[config.mk]
export PLATFORM = sky130hd
export DESIGN_NAME = dual_timer_unit
export DESIGN_NICKNAME = d
export VERILOG_FILES = /design/src/rtl/tc_pkg.sv /design/src/rtl/tc_edge_sense.sv /design/src/rtl/tc_channel.sv /design/src/rtl/dual_timer_unit.sv
export SDC_FILE = /design/constraint.sdc
export NUM_CORES = 1
export LEC_CHECK = 0
export BUFFER_PORTS_ARGS = -buffer_cell sky130_fd_sc_hd__clkbuf_2
export CORE_MARGIN = 4
export CORE_UTILIZATION = 40
export DETAILED_ROUTE_END_ITERATION = 6
export GPL_ROUTABILITY_DRIVEN = 0
export SETUP_SLACK_MARGIN = 0.4
export SLEW_MARGIN = 40
export SYNTH_ARGS = -nofsm -noshare
export SYNTH_HDL_FRONTEND = slang
export SYNTH_SLANG_ARGS = --single-unit
[constraint.sdc]
create_clock -name clk -period 2.9 [get_ports clk]
set_clock_uncertainty 0.1 [all_clocks]
set_input_delay 0.145 -clock clk [delete_from_list [all_inputs] [get_ports clk]]
set_output_delay 0.145 -clock clk [all_outputs]
set_load 0.02 [all_outputs]
[src/rtl/tc_pkg.sv]
// Package: shared types and address constants for the dual timer/counter.
// Assumes two channels and a 3-bit register address space.
package tc_pkg;
    localparam int NUM_CH = 2;
    localparam int CFG_W  = 4;

    typedef enum logic [1:0] {
        MODE_PRESC  = 2'b00,
        MODE_WIDE   = 2'b01,
        MODE_RELOAD = 2'b10,
        MODE_SPLIT  = 2'b11
    } tc_mode_e;

    typedef struct packed {
        logic     gate_en;
        logic     ext_sel;
        tc_mode_e mode;
    } tc_cfg_t;

    localparam logic [2:0] ADR_MODE = 3'd4;
    localparam logic [2:0] ADR_CTRL = 3'd5;
endpackage

[src/rtl/tc_edge_sense.sv]
// Module: samples a count pin once per machine cycle and emits a one-cycle
// pulse, one clock after the sample edge, when a 1 sample is followed by a 0.
// Assumes the pin is already synchronized to clk.
module tc_edge_sense (
    input  logic clk,
    input  logic rst_n,
    input  logic sample_en,
    input  logic pin,
    output logic fall
);
    logic last_q;

    // Hold the previous sample and register the 1-then-0 detection.
    always_ff @(posedge clk) begin
        if (!rst_n) begin
            last_q <= 1'b0;
            fall   <= 1'b0;
        end else begin
            fall <= sample_en & last_q & ~pin;
            if (sample_en) begin
                last_q <= pin;
            end
        end
    end
endmodule

[src/rtl/tc_channel.sv]
// Module: one count channel with low/high registers and four modes.
// SPLIT_HOST marks the channel that becomes two counters in mode 11; any
// other channel halts in mode 11. Bus writes override the step for one cycle.
module tc_channel
    import tc_pkg::*;
#(
    parameter int DATA_W     = 8,
    parameter int PRE_W      = 5,
    parameter bit SPLIT_HOST = 1'b0
) (
    input  logic              clk,
    input  logic              rst_n,
    input  logic              mc_tick,
    input  logic              fall,
    input  logic              gate_lvl,
    input  logic              run,
    input  logic              hi_run,
    input  tc_cfg_t           cfg,
    input  logic              wr_lo,
    input  logic              wr_hi,
    input  logic [DATA_W-1:0] wr_data,
    output logic [DATA_W-1:0] lo,
    output logic [DATA_W-1:0] hi,
    output logic              ovf_main,
    output logic              ovf_aux
);
    localparam logic [DATA_W-1:0]   ONE_D   = DATA_W'(1);
    localparam logic [2*DATA_W-1:0] ONE_W   = (2*DATA_W)'(1);
    localparam logic [PRE_W-1:0]    ONE_P   = PRE_W'(1);
    localparam logic [DATA_W-1:0]   TOP_D   = '1;
    localparam logic [2*DATA_W-1:0] TOP_W   = '1;
    localparam logic [PRE_W-1:0]    TOP_P   = '1;

    logic              enable;
    logic              step;
    logic [DATA_W-1:0] lo_n;
    logic [DATA_W-1:0] hi_n;
    logic              raw_main;
    logic              raw_aux;

    assign enable = run & (~cfg.gate_en | gate_lvl);
    assign step   = enable & (cfg.ext_sel ? fall : mc_tick);

    // Next-state and rollover detection for the selected mode.
    always_comb begin
        lo_n     = lo;
        hi_n     = hi;
        raw_main = 1'b0;
        raw_aux  = 1'b0;
        case (cfg.mode)
            MODE_PRESC: begin
                if (step) begin
                    if (lo[PRE_W-1:0] == TOP_P) begin
                        lo_n[PRE_W-1:0] = '0;
                        hi_n            = hi + ONE_D;
                        raw_main        = (hi == TOP_D);
                    end else begin
                        lo_n[PRE_W-1:0] = lo[PRE_W-1:0] + ONE_P;
                    end
                end
            end
            MODE_WIDE: begin
                if (step) begin
                    {hi_n, lo_n} = {hi, lo} + ONE_W;
                    raw_main     = ({hi, lo} == TOP_W);
                end
            end
            MODE_RELOAD: begin
                if (step) begin
                    if (lo == TOP_D) begin
                        lo_n     = hi;
                        raw_main = 1'b1;
                    end else begin
                        lo_n = lo + ONE_D;
                    end
                end
            end
            MODE_SPLIT: begin
                if (SPLIT_HOST) begin
                    if (step) begin
                        lo_n     = lo + ONE_D;
                        raw_main = (lo == TOP_D);
                    end
                    if (mc_tick && hi_run) begin
                        hi_n    = hi + ONE_D;
                        raw_aux = (hi == TOP_D);
                    end
                end
            end
        endcase
        if (wr_lo || wr_hi) begin
            lo_n     = wr_lo ? wr_data : lo;
            hi_n     = wr_hi ? wr_data : hi;
            raw_main = 1'b0;
            raw_aux  = 1'b0;
        end
    end

    assign ovf_main = raw_main;
    assign ovf_aux  = raw_aux;

    // Count register update.
    always_ff @(posedge clk) begin
        if (!rst_n) begin
            lo <= '0;
            hi <= '0;
        end else begin
            lo <= lo_n;
            hi <= hi_n;
        end
    end
endmodule

[src/rtl/dual_timer_unit.sv]
// Module: two timer/counter channels with mode byte, control byte, flags
// and a byte register port. Assumes DATA_W >= 8 and synchronized pins.
module dual_timer_unit
    import tc_pkg::*;
#(
    parameter int DATA_W = 8,
    parameter int PRE_W  = 5
) (
    input  logic              clk,
    input  logic              rst_n,
    input  logic              mc_tick,
    input  logic [1:0]        cnt_pin,
    input  logic [1:0]        gate_pin,
    input  logic              wr_en,
    input  logic [2:0]        wr_addr,
    input  logic [DATA_W-1:0] wr_data,
    input  logic [2:0]        rd_addr,
    output logic [DATA_W-1:0] rd_data,
    input  logic [1:0]        ovf_ack,
    output logic [1:0]        ovf_flag
);
    localparam int MODE_W = NUM_CH * CFG_W;

    logic [MODE_W-1:0]                mode_q;
    logic [NUM_CH-1:0]                run_q;
    logic [NUM_CH-1:0]                flag_q;
    logic [NUM_CH-1:0][DATA_W-1:0]    ch_lo;
    logic [NUM_CH-1:0][DATA_W-1:0]    ch_hi;
    logic [NUM_CH-1:0]                fall;
    logic [NUM_CH-1:0]                ovf_main;
    logic [NUM_CH-1:0]                ovf_aux;
    logic [NUM_CH-1:0]                flag_set;
    tc_cfg_t                          cfg [NUM_CH];
    logic                             split_on;
    logic                             ctrl_wr;

    assign ctrl_wr  = wr_en && (wr_addr == ADR_CTRL);
    assign split_on = (cfg[0].mode == MODE_SPLIT);

    for (genvar g = 0; g < NUM_CH; g++) begin : g_ch
        assign cfg[g] = tc_cfg_t'(mode_q[g*CFG_W +: CFG_W]);

        tc_edge_sense u_edge (
            .clk       (clk),
            .rst_n     (rst_n),
            .sample_en (mc_tick),
            .pin       (cnt_pin[g]),
            .fall      (fall[g])
        );

        tc_channel #(
            .DATA_W     (DATA_W),
            .PRE_W      (PRE_W),
            .SPLIT_HOST (g == 0)
        ) u_ch (
            .clk      (clk),
            .rst_n    (rst_n),
            .mc_tick  (mc_tick),
            .fall     (fall[g]),
            .gate_lvl (gate_pin[g]),
            .run      (run_q[g]),
            .hi_run   (run_q[NUM_CH-1]),
            .cfg      (cfg[g]),
            .wr_lo    (wr_en && (wr_addr == 3'(2*g))),
            .wr_hi    (wr_en && (wr_addr == 3'(2*g+1))),
            .wr_data  (wr_data),
            .lo       (ch_lo[g]),
            .hi       (ch_hi[g]),
            .ovf_main (ovf_main[g]),
            .ovf_aux  (ovf_aux[g])
        );
    end

    assign flag_set[0] = ovf_main[0];
    assign flag_set[1] = split_on ? ovf_aux[0] : (ovf_main[1] | ovf_aux[1]);

    // Mode byte and run bits written from the bus.
    always_ff @(posedge clk) begin
        if (!rst_n) begin
            mode_q <= '0;
            run_q  <= '0;
        end else begin
            if (wr_en && (wr_addr == ADR_MODE)) begin
                mode_q <= wr_data[MODE_W-1:0];
            end
            if (ctrl_wr) begin
                run_q <= wr_data[NUM_CH-1:0];
            end
        end
    end

    // Overflow flags: bus write, then rollover, then acknowledge.
    always_ff @(posedge clk) begin
        if (!rst_n) begin
            flag_q <= '0;
        end else begin
            for (int i = 0; i < NUM_CH; i++) begin
                if (ctrl_wr) begin
                    flag_q[i] <= wr_data[NUM_CH+i];
                end else if (flag_set[i]) begin
                    flag_q[i] <= 1'b1;
                end else if (ovf_ack[i]) begin
                    flag_q[i] <= 1'b0;
                end
            end
        end
    end

    assign ovf_flag = flag_q;

    // Read multiplexer.
    always_comb begin
        rd_data = '0;
        case (rd_addr)
            3'd0:     rd_data = ch_lo[0];
            3'd1:     rd_data = ch_hi[0];
            3'd2:     rd_data = ch_lo[1];
            3'd3:     rd_data = ch_hi[1];
            ADR_MODE: rd_data = DATA_W'(mode_q);
            ADR_CTRL: rd_data = DATA_W'({flag_q, run_q});
            default:  rd_data = '0;
        endcase
    end
endmodule

After elaboration in Yosys (flattened, before gate mapping)
Cells that the tools add are included.
{ "classes": {"eq_ne": 37, "add_sub_neg": 8, "bitwise": 14, "reduce_logical": 26, "muxes": 59} }
{ "ops": {"columns": ["cell", "n"], "rows": [
  ["8-bit two-way mux", 22],
  ["8-bit case mux with 6 select lines", 1],
  ["16-bit by 1-bit adder with 16-bit output (second input constant)", 2],
  ["8-bit by 1-bit adder with 8-bit output (second input constant)", 4],
  ["16-bit equality test (second input constant)", 2],
  ["8-bit equality test (second input constant)", 4],
  ["3-bit by 1-bit inequality test with 1-bit output (second input constant)", 10],
  ["1-bit two-way mux", 24],
  ["8-bit case mux with 3 select lines", 1],
  ["5-bit two-way mux", 4],
  ["5-bit case mux with 4 select lines", 1],
  ["5-bit AND reduction", 4],
  ["8-bit case mux with 2 select lines", 1],
  ["5-bit case mux with 3 select lines", 1],
  ["3-bit by 2-bit equality test with 1-bit output (second input constant)", 4],
  ["3-bit equality test (second input constant)", 4],
  ["3-bit nonzero test", 4],
  ["4-bit nonzero test", 3],
  ["5-bit by 1-bit adder with 5-bit output (second input constant)", 2],
  ["5-bit equality test (second input constant)", 2],
  ["3-bit case mux with 3 select lines", 1],
  ["1-bit AND", 8],
  ["2-bit by 1-bit inequality test with 1-bit output (second input constant)", 4],
  ["1-bit logical AND", 7],
  ["13 further kinds", 24]
]} }
{ "totals": {"word_cells": 158, "register_bits": 48, "inputBits": 24} }

Longest topological paths before layout
{ "depth": {"word_depth": 10, "ltp_mapped": 9, "ltp_nobuf": 8} }

Hierarchy
From an unflattened synthesis, not the netlist that was laid out.
{ "hier_totals": {"hier_cells": 501, "area_unflattened_um2": 4003.8} }
{ "by_module_without_submodules": {"columns": ["mod", "seq_area_each_um2", "area_each_um2", "cells_each", "n_inst"], "rows": [
  ["tc_channel (g_ch[0].u_ch)", 320.3, 1503.9, 196, 1],
  ["tc_channel (g_ch[1].u_ch)", 320.3, 1440.1, 190, 1],
  ["dual_timer_unit", 240.2, 924.6, 105, 1],
  ["tc_edge_sense", 40.0, 67.6, 5, 2]
]} }

Least setup slack after synthesis
No wires, ideal clock.
{ "synth_timing": {"path_kind": "register to register", "from": "register g_ch[0].u_ch.lo[0]", "to": "register g_ch[0].u_ch.hi[1]", "setup_ns": 0.097, "path_stages_with_launch": 9, "arrival_ns": 2.131, "synth_period_minus_slack_ns": 2.328, "path_slack_ns": 0.572, "path_cell_list": "dfxtp_1 > ha_1 > and3_1 > ha_1 > nand4_1 > a2111o_1 > and2_4 > buf_6 > o41ai_4"} }
{ "synth_between": {"elab_chain_len": 4, "elab_cells_between_ends": 7} }
{ "synth_rtl": {"columns": ["element", "line_no", "text"], "rows": [
  ["start, declared", "tc_channel.sv:22", "output logic [DATA_W-1:0] lo,"],
  ["start signal, assigned", "tc_channel.sv:108", "lo <= lo_n;"],
  ["16-bit by 1-bit adder with 16-bit output", "tc_channel.sv:64", "{hi_n, lo_n} = {hi, lo} + ONE_W;"],
  ["8-bit two-way mux", "tc_channel.sv:63", "if (step) begin"],
  ["8-bit case mux with 3 select lines", "tc_channel.sv:50", "case (cfg.mode)"],
  ["8-bit two-way mux", "tc_channel.sv:91", "if (wr_lo || wr_hi) begin"],
  ["end signal, assigned", "tc_channel.sv:109", "hi <= hi_n;"],
  ["end, declared", "tc_channel.sv:23", "output logic [DATA_W-1:0] hi,"]
]} }
Parallel ways exist; a longest one is shown, timed or not. The select of a mux whose other input is x is not followed.
A chain may end at the register's enable or synchronous reset.

Final worst setup path
{ "layout_timing": {"from": "register g_ch[0].u_ch.lo[1]", "to": "register g_ch[0].u_ch.hi[1]"} }
Same word-level chain as after synthesis.

==> summary.md <==
| Metric | Value |
|---|---|
| Slew Limit Headroom | `0.476` |
| CP required | `between 3000 and 4000 ps` |
| Synth Warn # | `0` |
| Max VDD drop | `206 uV` |
| Post-route DRC | `0` |
| Final period util | `0.821` |
| Detailed Route WL | `~12000 um` |
| Fraction of layout cells with a size suffix above 1 | `0.150` |
| CTS H-tree lvls | `2` |
| PD cells | `337 nW/um^2` |
| Worst min path class | `in -> reg` |
| Syn nets | `516` |
| Total Die Area | `between 10000 and 15000 um^2` |
| Inst Count DP | `594` |
| Crit Path Class | `reg -> reg` |
| CTS clk-pin slew, worst paths | `100 ps` |
| Vias in the first global route | `around 3600` |
| Per-cell routed wire length | `a little over 20 um` |
| CTS Root Cell | `clkbuf_8` |
| Synth Area per Inst | `approximately 7.8 um^2` |
| Post-DP HPWL | `9130 um` |
| Worst Setup Start Kind | `flip-flop` |
| Synthesis-stage register bit count | `48` |
| First-pass GRT wire length | `19600 um` |
| Die Wd | `105 um` |
| Clock buffer depth | `2` |
| Mapped cell area | `3730 um^2` |
| Post-synth top flop | `dfxtp_1` |
| Clock sink count | `48` |
| R2R Setup Slk | `520 ps` |
| Die Span Y | `105 um` |
| Grt total ovfl | `0` |
| M1 GR Usage | `0.317` |
| Vias | `3987` |
| Final Hold Vio Count | `0` |
| Area Growth Syn to Fin | `11.0%` |
| Post-synth ARST share | `0` |
| Routed vias/inst | `between 6 and 7` |
| CP cell instances | `ha_2 -> and3_1 -> ha_1 -> nand4_1 -> a2111o_1 -> and2_4 -> o41ai_4` |
| Unique masters post-synth | `between 70 and 80` |
| Critical Path End Type | `flip-flop` |
| Largest stage delay on the critical path | `500 ps` |
| Critical path buffer and inverter count | `0` |
| Crit-path leading delay family | `compound AO/OA/AOI/OAI gates` |
| EDFF count, synth | `0` |
| Initial antenna violation count | `0` |
| Num CTS Buffers | `5` |
| Gr usage total | `0.223` |
| Final ANT Viol Nets | `0` |
| Ports | `34` |
| Post-DP Area | `3980 um^2` |
| Non-Filler Instances | `609` |
| Core Region | `8890 um^2` |
| Fillers | `897` |
| Max Clk Rate | `between 0.4 and 0.5 GHz` |
| CTS tree | `yes` |
| Max stage delay cell, worst path | `a2111o_1` |
| # diodes | `0` |
| Final setup fails | `0` |
| 1st-iter DRT viols | `around 350` |
| Arrival time of the worst setup path | `approximately 2500 ps` |
| Initial core utilization | `0.420` |
| Skew-Pair Late Insertion Delay | `310 ps` |
| Max-slew violations | `0` |
| Cells after Synth | `477` |
| RSZ-0062 raised after global routing | `no` |
| Post-synthesis sequential area ratio | `0.258` |
| Tot Pwr | `between 1 and 1.5 mW` |
| Status | `finished clean` |
| Setup tns final | `0 ps` |
| GR Util met2 | `0.336` |
| Nets | `539` |
| Maximum fanout along the worst path | `8` |
| Worst-margin pin slew | `between 700 and 800 ps` |
| Final hold slack | `a little under 100 ps` |
| GRT busiest layer | `met2` |
| FP Rows | `34` |
| Min Tclk post-route | `between 2000 and 2500 ps` |
| Design area | `roughly 4100 um^2` |
| Leak | `1.51 nW` |
| Met3 Use GR | `0.0456` |
| Port Buf Inserts | `33` |
| Pin count of the biggest net entering global routing | `34` |
| Max cap viols | `0` |
| First drt pass iteration count | `4` |
[registers in the layout, indices dropped and copies added (netlist names)]
signal and flops:
g_ch.u_ch.hi 16, g_ch.u_ch.lo 16, g_ch.u_edge.fall 2, g_ch.u_edge.last_q 2, mode_q 8, ovf_flag 2
run_q 2
[layout by cell type, fill, tap and decap left out, drive strengths merged, types with 10 or more instances in the layout]
master and n:
a21oi 26, a31oi 14, and3 10, buf 14, clkbuf 41, dfxtp 48
ha 15, inv 10, mux2i 16, nand2 40, nand3 14, nand4 14
nor2 47, o21ai 35
[where the power goes]
part           total, mW  internal, mW  switching [mW]
Combinational      0.259         0.103           0.157
Sequential         0.711         0.680          0.0317
Clock              0.425         0.195           0.229
Total               1.40         0.978           0.418
[worst reg2reg max path, stage by stage (launching register included)]
cell and delay (ps):
dfxtp_1 410, ha_2 250, and3_1 160, ha_1 210
nand4_1 100, a2111o_1 500, and2_4 260, o41ai_4 310
[per-stage QoR]
step | util | setup slack [ps]
after global routing | 0.466 | 383
after detailed placement | 0.447 | 379
final | 0.466 | 519
after global placement | 0.447 | 479
after floorplan | - | 572
after CTS | 0.460 | 406
[repair_timing]
item / 4_1_cts / 5_1_grt
pin swaps: 0 / 3
endpoints found under the hold margin: 2 / 0
hold buffers: 2 / 0
setup buffers: 0 / 4
setup endpoints to repair: 2 / 14
gates resized for setup: 1 / 4
[area by class of cell]
type                       instances  area, um^2  area share
tap                              108         135      0.0326
multi-input combinational        385        2620       0.632
clock buffer                       8        90.1      0.0217
sequential                        48         962       0.232
timing repair buffer              49         294      0.0710
inverter                          11        41.3     0.00997
[worst paths after layout]
| kind | from | to | cells after the start |
|---|---|---|---|
| hold reg to reg | g_ch[1].u_edge.last_q$_SDFFE_PN0P_ | g_ch[1].u_edge.fall$_SDFF_PN0_ | 1 |
| hold / removal | wr_data[1] | mode_q[1]$_SDFFE_PN0P_ | 3 |
| setup reg to reg | g_ch[0].u_ch.lo[1]$_SDFFE_PN0P_ | g_ch[0].u_ch.hi[1]$_SDFFE_PN0P_ | 7 |
| setup / recovery | g_ch[0].u_ch.lo[1]$_SDFFE_PN0P_ | g_ch[0].u_ch.hi[1]$_SDFFE_PN0P_ | 7 |
[synth_stat cells (5+ instances only)]
cell type   n  area share
dfxtp_1    48        0.26
a311oi_1    6       0.014
o21ai_1    11       0.015
nor3_1      9       0.012
mux2i_1    16       0.043
a31oi_1    14       0.023
nand2b_1    6       0.010
ha_1       15       0.050
o32ai_1     6       0.014
nand4_1    14       0.023
xor2_1      6       0.014
clkbuf_1   29       0.029
nor2b_1     5      0.0084
a211oi_1    5       0.010
nor2_1     47       0.047
nand2_1    40       0.040
inv_1       9      0.0091
a22oi_1     9       0.018
o211ai_1    5       0.010
a21oi_1    26       0.035
o21ai_0    24       0.032
and3_1     10       0.017
o22ai_1     8       0.013
and4_1      5       0.012
nand3_1    14       0.019
[cells by family after synthesis]
group	count (synthesis)	share of synthesized area
xor gates and xnor gates	10	0.0235
muxes	24	0.0771
DFF	48	0.258
and+or+nand+nor	173	0.236
buffers and inverters	44	0.0476
AOI/OAI and AO/OA	163	0.308
adders and majority gates	15	0.0503
[routing by layer]
| layer | routed length [um] | up-vias |
|---|---|---|
| met4 | 346 | 0 |
| met3 | 1030 | 28 |
| met5 | 0 | - |
| li1 | - | 1872 |
| met1 | 5720 | 1896 |
| met2 | 5230 | 191 |
Note: power is estimated with default switching activity, not from simulation.
